<file path="config.mk">
export PLATFORM = sky130hd
export DESIGN_NAME = asram_ctrl
export DESIGN_NICKNAME = d
export VERILOG_FILES = /design/src/rtl/asram_pkg.sv /design/src/rtl/asram_req_reg.sv /design/src/rtl/asram_seq.sv /design/src/rtl/asram_dpath.sv /design/src/rtl/asram_ctrl.sv
export SDC_FILE = /design/constraint.sdc
export NUM_CORES = 1
export LEC_CHECK = 0
export BUFFER_PORTS_ARGS = -buffer_cell sky130_fd_sc_hd__buf_2
export CORE_AREA = 2 2 76 78
export DETAILED_ROUTE_END_ITERATION = 12
export DIE_AREA = 0 0 78 80
export SKIP_CTS_REPAIR_TIMING = 1
export SLEW_MARGIN = 20
export SYNTH_ARGS = -nofsm -noshare
export SYNTH_HDL_FRONTEND = slang
export SYNTH_HIERARCHICAL = 1
export SYNTH_SLANG_ARGS = --single-unit
</file>
<file path="constraint.sdc">
create_clock -name clk -period 3.1 [get_ports clk]
set_clock_uncertainty 0.15 [all_clocks]
set_input_delay 0.775 -clock clk [delete_from_list [all_inputs] [get_ports clk]]
set_output_delay 0.775 -clock clk [all_outputs]
set_load 0.03 [all_outputs]
</file>
<file path="src/rtl/asram_pkg.sv">
`timescale 1ns/1ps
package asram_pkg;

  typedef enum logic [2:0] {
    ST_IDLE   = 3'd0,
    ST_SETUP  = 3'd1,
    ST_STROBE = 3'd2,
    ST_HOLD   = 3'd3,
    ST_TURN   = 3'd4
  } acc_state_e;

  // Cycles needed to cover t_ps, rounded up, never less than one.
  function automatic int unsigned cyc_up(input int unsigned t_ps, input int unsigned clk_ps);
    int unsigned c;
    c = (t_ps + clk_ps - 1) / clk_ps;
    if (c < 1) c = 1;
    return c;
  endfunction

  function automatic int unsigned sat_dec(input int unsigned a, input int unsigned b);
    return (a > b) ? a - b : 0;
  endfunction

  function automatic int unsigned umax(input int unsigned a, input int unsigned b);
    return (a > b) ? a : b;
  endfunction

endpackage

</file>
<file path="src/rtl/asram_req_reg.sv">
`timescale 1ns/1ps
module asram_req_reg #(
  parameter int unsigned ADDR_W = 15,
  parameter int unsigned DATA_W = 8
) (
  input  logic              clk,
  input  logic              rst_n,
  input  logic              load,
  input  logic              write_in,
  input  logic [ADDR_W-1:0] addr_in,
  input  logic [DATA_W-1:0] wdata_in,
  output logic              write_q,
  output logic [ADDR_W-1:0] addr_q,
  output logic [DATA_W-1:0] wdata_q
);

  always_ff @(posedge clk) begin
    if (!rst_n) begin
      write_q <= 1'b0;
      addr_q  <= '0;
      wdata_q <= '0;
    end else if (load) begin
      write_q <= write_in;
      addr_q  <= addr_in;
      wdata_q <= wdata_in;
    end
  end

  // captured fields only move on an accepted request
  a_r2_fields_held: assert property (@(posedge clk) disable iff (!rst_n)
    $past(!load) |-> ($stable(addr_q) && $stable(wdata_q) && $stable(write_q)));

endmodule

</file>
<file path="src/rtl/asram_seq.sv">
`timescale 1ns/1ps
module asram_seq
  import asram_pkg::*;
#(
  parameter int unsigned RD_CYC = 1,
  parameter int unsigned WR_CYC = 1,
  parameter int unsigned TA_CYC = 1
) (
  input  logic clk,
  input  logic rst_n,
  input  logic req_valid,
  input  logic req_write,
  input  logic lat_write,
  output logic req_ready,
  output logic accept,
  output logic capture,
  output logic ce_n,
  output logic oe_n,
  output logic we_n,
  output logic dq_oe
);

  localparam int unsigned MAX_CYC = umax(umax(RD_CYC, WR_CYC), TA_CYC);
  localparam int unsigned CNT_W   = (MAX_CYC > 1) ? $clog2(MAX_CYC) : 1;
  localparam logic [CNT_W-1:0] RD_LOAD = CNT_W'(RD_CYC - 1);
  localparam logic [CNT_W-1:0] WR_LOAD = CNT_W'(WR_CYC - 1);
  localparam logic [CNT_W-1:0] TA_LOAD = CNT_W'(TA_CYC - 1);

  acc_state_e       state, nxt;
  logic [CNT_W-1:0] cnt, cnt_nxt;
  logic             wr_cur;
  logic             cnt_done;

  assign req_ready = (state == ST_IDLE);
  assign accept    = req_ready && req_valid;
  assign wr_cur    = req_ready ? req_write : lat_write;
  assign cnt_done  = (cnt == '0);
  assign capture   = (state == ST_STROBE) && !lat_write && cnt_done;

  always_comb begin
    nxt     = state;
    cnt_nxt = cnt;
    unique case (state)
      ST_IDLE: begin
        if (req_valid) nxt = ST_SETUP;
      end
      ST_SETUP: begin
        nxt     = ST_STROBE;
        cnt_nxt = lat_write ? WR_LOAD : RD_LOAD;
      end
      ST_STROBE: begin
        if (cnt_done) nxt = ST_HOLD;
        else          cnt_nxt = cnt - 1'b1;
      end
      ST_HOLD: begin
        if (lat_write) begin
          nxt = ST_IDLE;
        end else begin
          nxt     = ST_TURN;
          cnt_nxt = TA_LOAD;
        end
      end
      ST_TURN: begin
        if (cnt_done) nxt = ST_IDLE;
        else          cnt_nxt = cnt - 1'b1;
      end
      default: nxt = ST_IDLE;
    endcase
  end

  // Strobes are registered from the next state so the pins never glitch.
  always_ff @(posedge clk) begin
    if (!rst_n) begin
      state <= ST_IDLE;
      cnt   <= '0;
      ce_n  <= 1'b1;
      oe_n  <= 1'b1;
      we_n  <= 1'b1;
      dq_oe <= 1'b0;
    end else begin
      state <= nxt;
      cnt   <= cnt_nxt;
      ce_n  <= !((nxt == ST_SETUP) || (nxt == ST_STROBE));
      oe_n  <= !((nxt == ST_STROBE) && !wr_cur);
      we_n  <= !((nxt == ST_STROBE) && wr_cur);
      dq_oe <= wr_cur && ((nxt == ST_SETUP) || (nxt == ST_STROBE) || (nxt == ST_HOLD));
    end
  end

  a_r6_no_drive_under_oe: assert property (@(posedge clk) disable iff (!rst_n)
    !(!oe_n && dq_oe));

  a_r6_drive_off_before_oe: assert property (@(posedge clk) disable iff (!rst_n)
    $fell(oe_n) |-> !$past(dq_oe));

  a_r5_we_within_ce: assert property (@(posedge clk) disable iff (!rst_n)
    !we_n |-> !ce_n);

  a_r3_oe_we_exclusive: assert property (@(posedge clk) disable iff (!rst_n)
    !(!oe_n && !we_n));

  a_r2_ready_when_quiet: assert property (@(posedge clk) disable iff (!rst_n)
    req_ready |-> (ce_n && oe_n && we_n));

  a_r1_reset_quiet: assert property (@(posedge clk)
    $past(!rst_n) |-> (ce_n && oe_n && we_n && !dq_oe));

endmodule

</file>
<file path="src/rtl/asram_dpath.sv">
`timescale 1ns/1ps
module asram_dpath #(
  parameter int unsigned DATA_W = 8
) (
  input  logic              clk,
  input  logic              rst_n,
  input  logic              capture,
  input  logic [DATA_W-1:0] dq_in,
  output logic              rd_valid,
  output logic [DATA_W-1:0] rd_data
);

  always_ff @(posedge clk) begin
    if (!rst_n) begin
      rd_valid <= 1'b0;
      rd_data  <= '0;
    end else begin
      rd_valid <= capture;
      if (capture) rd_data <= dq_in;
    end
  end

  a_r4_single_pulse: assert property (@(posedge clk) disable iff (!rst_n)
    rd_valid |=> !rd_valid);

  a_r4_data_held: assert property (@(posedge clk) disable iff (!rst_n)
    $past(!capture) |-> $stable(rd_data));

endmodule

</file>
<file path="src/rtl/asram_ctrl.sv">
`timescale 1ns/1ps
module asram_ctrl
  import asram_pkg::*;
#(
  parameter int unsigned ADDR_W          = 15,
  parameter int unsigned DATA_W          = 8,
  parameter int unsigned CLK_PERIOD_PS   = 10000,
  parameter int unsigned T_CYCLE_PS      = 10000,
  parameter int unsigned T_ACCESS_PS     = 10000,
  parameter int unsigned T_OE_ACCESS_PS  = 5000,
  parameter int unsigned T_WE_PULSE_PS   = 7000,
  parameter int unsigned T_CE_WRITE_PS   = 8000,
  parameter int unsigned T_ADDR_WRITE_PS = 7000,
  parameter int unsigned T_DATA_SETUP_PS = 5000,
  parameter int unsigned T_RELEASE_PS    = 7000
) (
  input  logic              clk,
  input  logic              rst_n,
  input  logic              req_valid,
  output logic              req_ready,
  input  logic              req_write,
  input  logic [ADDR_W-1:0] req_addr,
  input  logic [DATA_W-1:0] req_wdata,
  output logic              rd_valid,
  output logic [DATA_W-1:0] rd_data,
  output logic [ADDR_W-1:0] mem_addr,
  output logic              mem_ce_n,
  output logic              mem_oe_n,
  output logic              mem_we_n,
  output logic [DATA_W-1:0] mem_dq_out,
  output logic              mem_dq_oe,
  input  logic [DATA_W-1:0] mem_dq_in
);

  // strobe lengths in cycles, rounded up from the RAM minimums.
  // SETUP already holds CE low for one cycle and HOLD adds one to the cycle time.
  localparam int unsigned RD_CYC = umax(
      umax(cyc_up(T_OE_ACCESS_PS, CLK_PERIOD_PS), sat_dec(cyc_up(T_ACCESS_PS, CLK_PERIOD_PS), 1)),
      umax(sat_dec(cyc_up(T_CYCLE_PS, CLK_PERIOD_PS), 2), 1));
  localparam int unsigned WR_CYC = umax(
      umax(cyc_up(T_WE_PULSE_PS, CLK_PERIOD_PS), cyc_up(T_DATA_SETUP_PS, CLK_PERIOD_PS)),
      umax(sat_dec(cyc_up(T_CE_WRITE_PS, CLK_PERIOD_PS), 1),
           sat_dec(cyc_up(T_ADDR_WRITE_PS, CLK_PERIOD_PS), 1)));
  localparam int unsigned TA_CYC = cyc_up(T_RELEASE_PS, CLK_PERIOD_PS);

  logic accept;
  logic capture;
  logic lat_write;

  asram_req_reg #(.ADDR_W(ADDR_W), .DATA_W(DATA_W)) u_req (
    .clk      (clk),
    .rst_n    (rst_n),
    .load     (accept),
    .write_in (req_write),
    .addr_in  (req_addr),
    .wdata_in (req_wdata),
    .write_q  (lat_write),
    .addr_q   (mem_addr),
    .wdata_q  (mem_dq_out)
  );

  asram_seq #(.RD_CYC(RD_CYC), .WR_CYC(WR_CYC), .TA_CYC(TA_CYC)) u_seq (
    .clk       (clk),
    .rst_n     (rst_n),
    .req_valid (req_valid),
    .req_write (req_write),
    .lat_write (lat_write),
    .req_ready (req_ready),
    .accept    (accept),
    .capture   (capture),
    .ce_n      (mem_ce_n),
    .oe_n      (mem_oe_n),
    .we_n      (mem_we_n),
    .dq_oe     (mem_dq_oe)
  );

  asram_dpath #(.DATA_W(DATA_W)) u_dpath (
    .clk      (clk),
    .rst_n    (rst_n),
    .capture  (capture),
    .dq_in    (mem_dq_in),
    .rd_valid (rd_valid),
    .rd_data  (rd_data)
  );

  a_r9_addr_stable: assert property (@(posedge clk) disable iff (!rst_n)
    (!mem_ce_n && $past(!mem_ce_n)) |-> $stable(mem_addr));

  a_r5_data_stable_while_driven: assert property (@(posedge clk) disable iff (!rst_n)
    (mem_dq_oe && $past(mem_dq_oe)) |-> $stable(mem_dq_out));

endmodule

</file>
# Yosys cells after proc, flatten, opt, wreduce, memory -nomap -nowiden
# Cells that the tools add are included.
# W data, S select, Z words.
totals:
  register_bits: 41
  inputBits: 35
  output_inout_bits: 37
  wordCells: 47
op_classes:
  addsub: 1
  n_eq_ne: 8
  muxes: 9
  bitwise_logic: 1
  n_reduce_logical: 17
ops:
  columns: ["op", "count"]
  rows:
  - ["$pmux W3 S5", 1]
  - ["$eq A3 B2 Y1 const B", 4]
  - ["$mux W3", 4]
  - ["$eq A3 B1 Y1 const B", 2]
  - ["$logic_and A1 B1 Y1", 6]
  - ["$logic_not A1 Y1", 5]
  - ["$eq A3 B3 Y1 const B", 1]
  - ["$logic_not A3 Y1", 1]
  - ["$mux W1", 3]
  - ["$pmux W1 S3", 1]
  - ["$reduce_bool A3 Y1", 1]
  - ["$logic_or A1 B1 Y1", 2]
  - ["$ne A2 B2 Y1 const B", 1]
  - ["$reduce_and A2 Y1", 1]
  - ["$reduce_or A2 Y1", 1]
  - ["$not A1 Y1", 1]
  - ["$sub A1 B1 Y1 const B", 1]

# Longest topological paths before layout
logic_depth:
  ltp_word: 6
  depth_mapped: 7
  ltp_nobuf: 4

# By module
# Netlist, hierarchy kept.
modules_own_cells:
  columns: ["module", "n_inst", "cells_per_inst", "area_per_inst_um2", "seq_area_each_um2"]
  rows:
  - ["asram_req_reg", 1, 77, 929.6, 480.5]
  - ["asram_dpath", 1, 27, 329.1, 180.2]
  - ["asram_seq", 1, 26, 297.8, 140.1]

# Worst setup path after synthesis
# Ideal clock, no wire load.
synth_path:
  path_type: "reg-to-reg"
  startpoint: "register u_seq.state[0]"
  endpoint: "register u_req.addr_q[0]"
  setup_time_ns: 0.116
  arrival_time_ns: 1.631
  required_time_ns: 2.834
  slack_ns: 1.203
  path_stages_with_launch: 8
  n_path_buf: 3
  period_less_slack_ns: 1.897
  cell_sequence: "dfxtp_1 -> buf_2 -> nor3_2 -> and2_1 -> buf_6 -> buf_12 -> mux2i_1 -> nor2b_1"
synth_between:
  elab_chain_cells: 2
synth_rtl:
  columns: ["item", "line", "source"]
  rows:
  - ["from (decl)", "asram_seq.sv:29", "acc_state_e state, nxt;"]
  - ["from (signal assigned)", "asram_seq.sv:81", "state <= nxt;"]
  - ["$logic_not A3 Y1", "asram_seq.sv:34", "assign req_ready = (state == ST_IDLE);"]
  - ["net req_ready", "asram_ctrl.sv:20", "output logic req_ready,"]
  - ["$logic_and A1 B1 Y1", "asram_seq.sv:35", "assign accept = req_ready && req_valid;"]
  - ["net accept", "asram_ctrl.sv:46", "logic accept;"]
  - ["to (signal assigned)", "asram_req_reg.sv:24", "addr_q <= addr_in;"]
  - ["to (decl)", "asram_req_reg.sv:13", "output logic [ADDR_W-1:0] addr_q,"]
# The timed path passes the listed nets, and every way through them passes these cells.
# A chain may end at the register's enable or synchronous reset.

# Final worst setup path
layout_path:
  startpoint: "register u_seq.state[0]"
  endpoint: "output port req_ready"
layout_between:
  elab_chain_cells: 1
layout_rtl:
  columns: ["item", "line"]
  rows:
  - ["$logic_not A3 Y1", "asram_seq.sv:34"]
  - ["to (decl)", "asram_ctrl.sv:20"]
# No other way between the ends.

==> results.ini <==
[drt]
drt_iter0_markers = 9
viasPerCell = 4.11
drc = 0
drt-total-wl_mm = 2.90
dr.pass1.iters = 4
routedWlPerCell_um = 10.6
num_vias = 1121
final_antenna_net_count = 0

[worst_setup_path]
r2r_cells = 5
critPathSlowestCell = dfxtp_1
cp_max_fo = 10
critPathLaunch = u_seq/state[0]
worstSetupEndpointType = output pin
worstPathRequired_ns = 2.17
crit_type = reg -> out
arrival_ns = 1.13
crit_path_start_kind = flop
path_cells = nor3_2 > buf_2
reg2reg_slack_ns = 1.39
cp_top_family = flip-flops
crit_buf_inv = 1
max_stage_delay_ns = 0.42
cp-endpoint = req_ready
r2r_start = u_seq/state[0]
rr_endpoint = u_req/addr_q[1]
cp.depth = 2

[timing]
max-slew-margin-rel = 0.731
holdWs_ns = 0.362
setup_viol = 0
finalCriticalPeriod_ns = 2.06
finalCritPeriodShare = 0.664
finalWorstSetupSlack_ns = 1.04
setup_tns_ns = 0
hold_viol = 0
report.final.slew_viol_count = 0
rsz0062_at_grt = no
worstMarginPinSlew_ns = 0.403
fmax_mhz = 486

[synth]
synth_xor_xnor_area_share = 0.00563
post_synth_num_cell_types = 22
syn_area_um2 = 1560
syn_nets = 165
synthCells = 130
syn_area_per_cell_um2 = 12.0
synth-seq-cells = 40
synthMuxAreaShare = 0.206
synth_area_leaders = dfxtp_1 (51%), mux2i_1 (21%), nor2b_1 (13%)
synth.top_cell.area_share = 0.514
synth_top_family_by_area = multiplexers
yosysTopAreaCell = dfxtp_1
synthSimpleGateAreaFrac = 0.203
synthAdderAreaFrac = 0
synth_compound_area_frac = 0.0161
yosysWarnings = 6
synth_seq_area_share = 0.514

[die]
fp.dieW_um = 78
num_rows = 27
die_h_um = 80
core_um2 = 5410
start_util = 0.288
pin_count = 72
die_area_um2 = 6240

[clock_network]
clk_latency_ns = 0.28
htree_levels = 2
cts_tree = done
clk_pin_slew_worst_paths_ns = 0.07
numClockSinks = 40
cts_buffer_depth = 2
cts_made_buffers = 5
root_buffer = clkbuf_8

[cells_and_area]
multi_input_comb_area_um2 = 676
seqCellArea_um2 = 801
fin_util = 0.372
layout_commonest_cell = buf_2
drive_gt1_frac = 0.428
fill_cells = 561
n_antenna_cell = 0
syn2layout_area_growth_pct = 29.3
layout_common_cells = buf_2 (71), dfxtp_1 (40), mux2i_1 (32), nor2b_1 (32), clkbuf_8 (5)
fin_nets = 238

[global_route]
grt_use_total = 0.0948
gr-total-overflow = 0
grt_max_degree = 25
antenna_found_initial = 0
grt_pass1_vias = 1041
grt_pass1_wl_mm = 4.60

[job]
max-cap-violations = 0

[power_and_ir_drop]
switching_share = 0.291
p_switching_w = 0.000331
p_leak_nw = 0.906
p_per_area_nw_per_um2 = 565
vdd_drop_max_v = 0.000196
pwr-share-comb = 0.227
p_clk_frac = 0.264
p_seq_frac = 0.509
p_int_w = 0.000806

[placement]
gp_congestion = 0.694
post-place-ws_ns = 1.14
dpl.hpwl_mm = 2.14
port_buffers = 71

[min_path]
hp-class = reg -> reg

[run_status]
outcome = finished clean

metrics by stage:
step	cell area, um2	cells	total power [W]
6_report	2010	273	0.00114
5_1_grt	2010	273	0.00121
4_1_cts	2010	273	0.00116
3_5_place_dp	1940	268	0.000853
3_3_place_gp	1940	268	0.000852
2_1_floorplan	1560	130	0.000794
sequential cells by signal, summed over array words and instances (netlist names):
signal,flops
u_req/wdata_q,8
u_seq/we_n,1
u_seq/state,3
u_seq/oe_n,1
u_req/write_q,1
u_dpath/rd_valid,1
u_dpath/rd_data,8
u_req/addr_q,15
u_seq/ce_n,1
u_seq/dq_oe,1
synthesized netlist by cell type:
| cell | number |
|---|---|
| buf_6 | 3 |
| clkbuf_1 | 2 |
| nand3b_1 | 2 |
| buf_12 | 2 |
| nor4b_1 | 1 |
| o21ai_0 | 1 |
| a21oi_1 | 1 |
| and2_1 | 1 |
| nor2_1 | 2 |
| nor2b_1 | 32 |
| nand2b_4 | 2 |
| nand3_1 | 1 |
| and2_2 | 1 |
| mux2i_1 | 32 |
| buf_2 | 1 |
| xnor2_1 | 1 |
| dfxtp_1 | 40 |
| nor3_2 | 1 |
| nor3_1 | 1 |
| nor3b_2 | 1 |
| nor4bb_1 | 1 |
| a221oi_2 | 1 |
power groups by stage:
stage	clock network [W]	logic, W	registers [W]
2_1_floorplan	0	0.000140	0.000654
3_3_place_gp	0	0.000261	0.000591
3_5_place_dp	0	0.000263	0.000591
4_1_cts	0.000321	0.000263	0.000579
5_1_grt	0.000342	0.000279	0.000585
6_report	0.000300	0.000258	0.000579
per-layer routing:
layer  vias up  track usage  wire [um]
met5         -            0          0
met1       503        0.108       1290
li1        574            -          -
met3         6       0.0373        203
met4         0       0.0474         57
met2        38        0.154       1350
worst min path at each step:
stage	startpoint	to	slack (ns)	depth (start not counted)
final	u_req/addr_q[12]	u_req/addr_q[12]	0.36	2
after global routing	u_req/addr_q[8]	u_req/addr_q[8]	0.39	2
after CTS	u_req/addr_q[12]	u_req/addr_q[12]	0.37	2
after detailed placement	u_req/addr_q[12]	u_req/addr_q[12]	0.35	2
after global placement	u_req/addr_q[11]	u_req/addr_q[11]	0.34	2
after floorplan	u_req/write_q	u_seq/we_n	0.32	1
worst min-delay path: stages, from the launching register on:
cell,delay (ns)
dfxtp_1,0.32
mux2i_1,0.06
nor2b_1,0.09
cells by family (layout without fill, tap and decap cells):
| group | Yosys count | count (layout) |
|---|---|---|
| buffers and inverters | 8 | 79 |
| and+or+nand+nor | 46 | 46 |
| muxes | 32 | 32 |
| AOI/OAI and AO/OA | 3 | 3 |
| xor gates and xnor gates | 1 | 1 |
| DFF | 40 | 40 |
area by class of cell:
cell class,instances,area share
Sequential cell,40,0.398
Multi-Input combinational cell,82,0.336
Timing Repair Buffer,74,0.188
Tap cell,72,0.0447
Clock buffer,5,0.0342
Power figures use the tool's default switching activity.
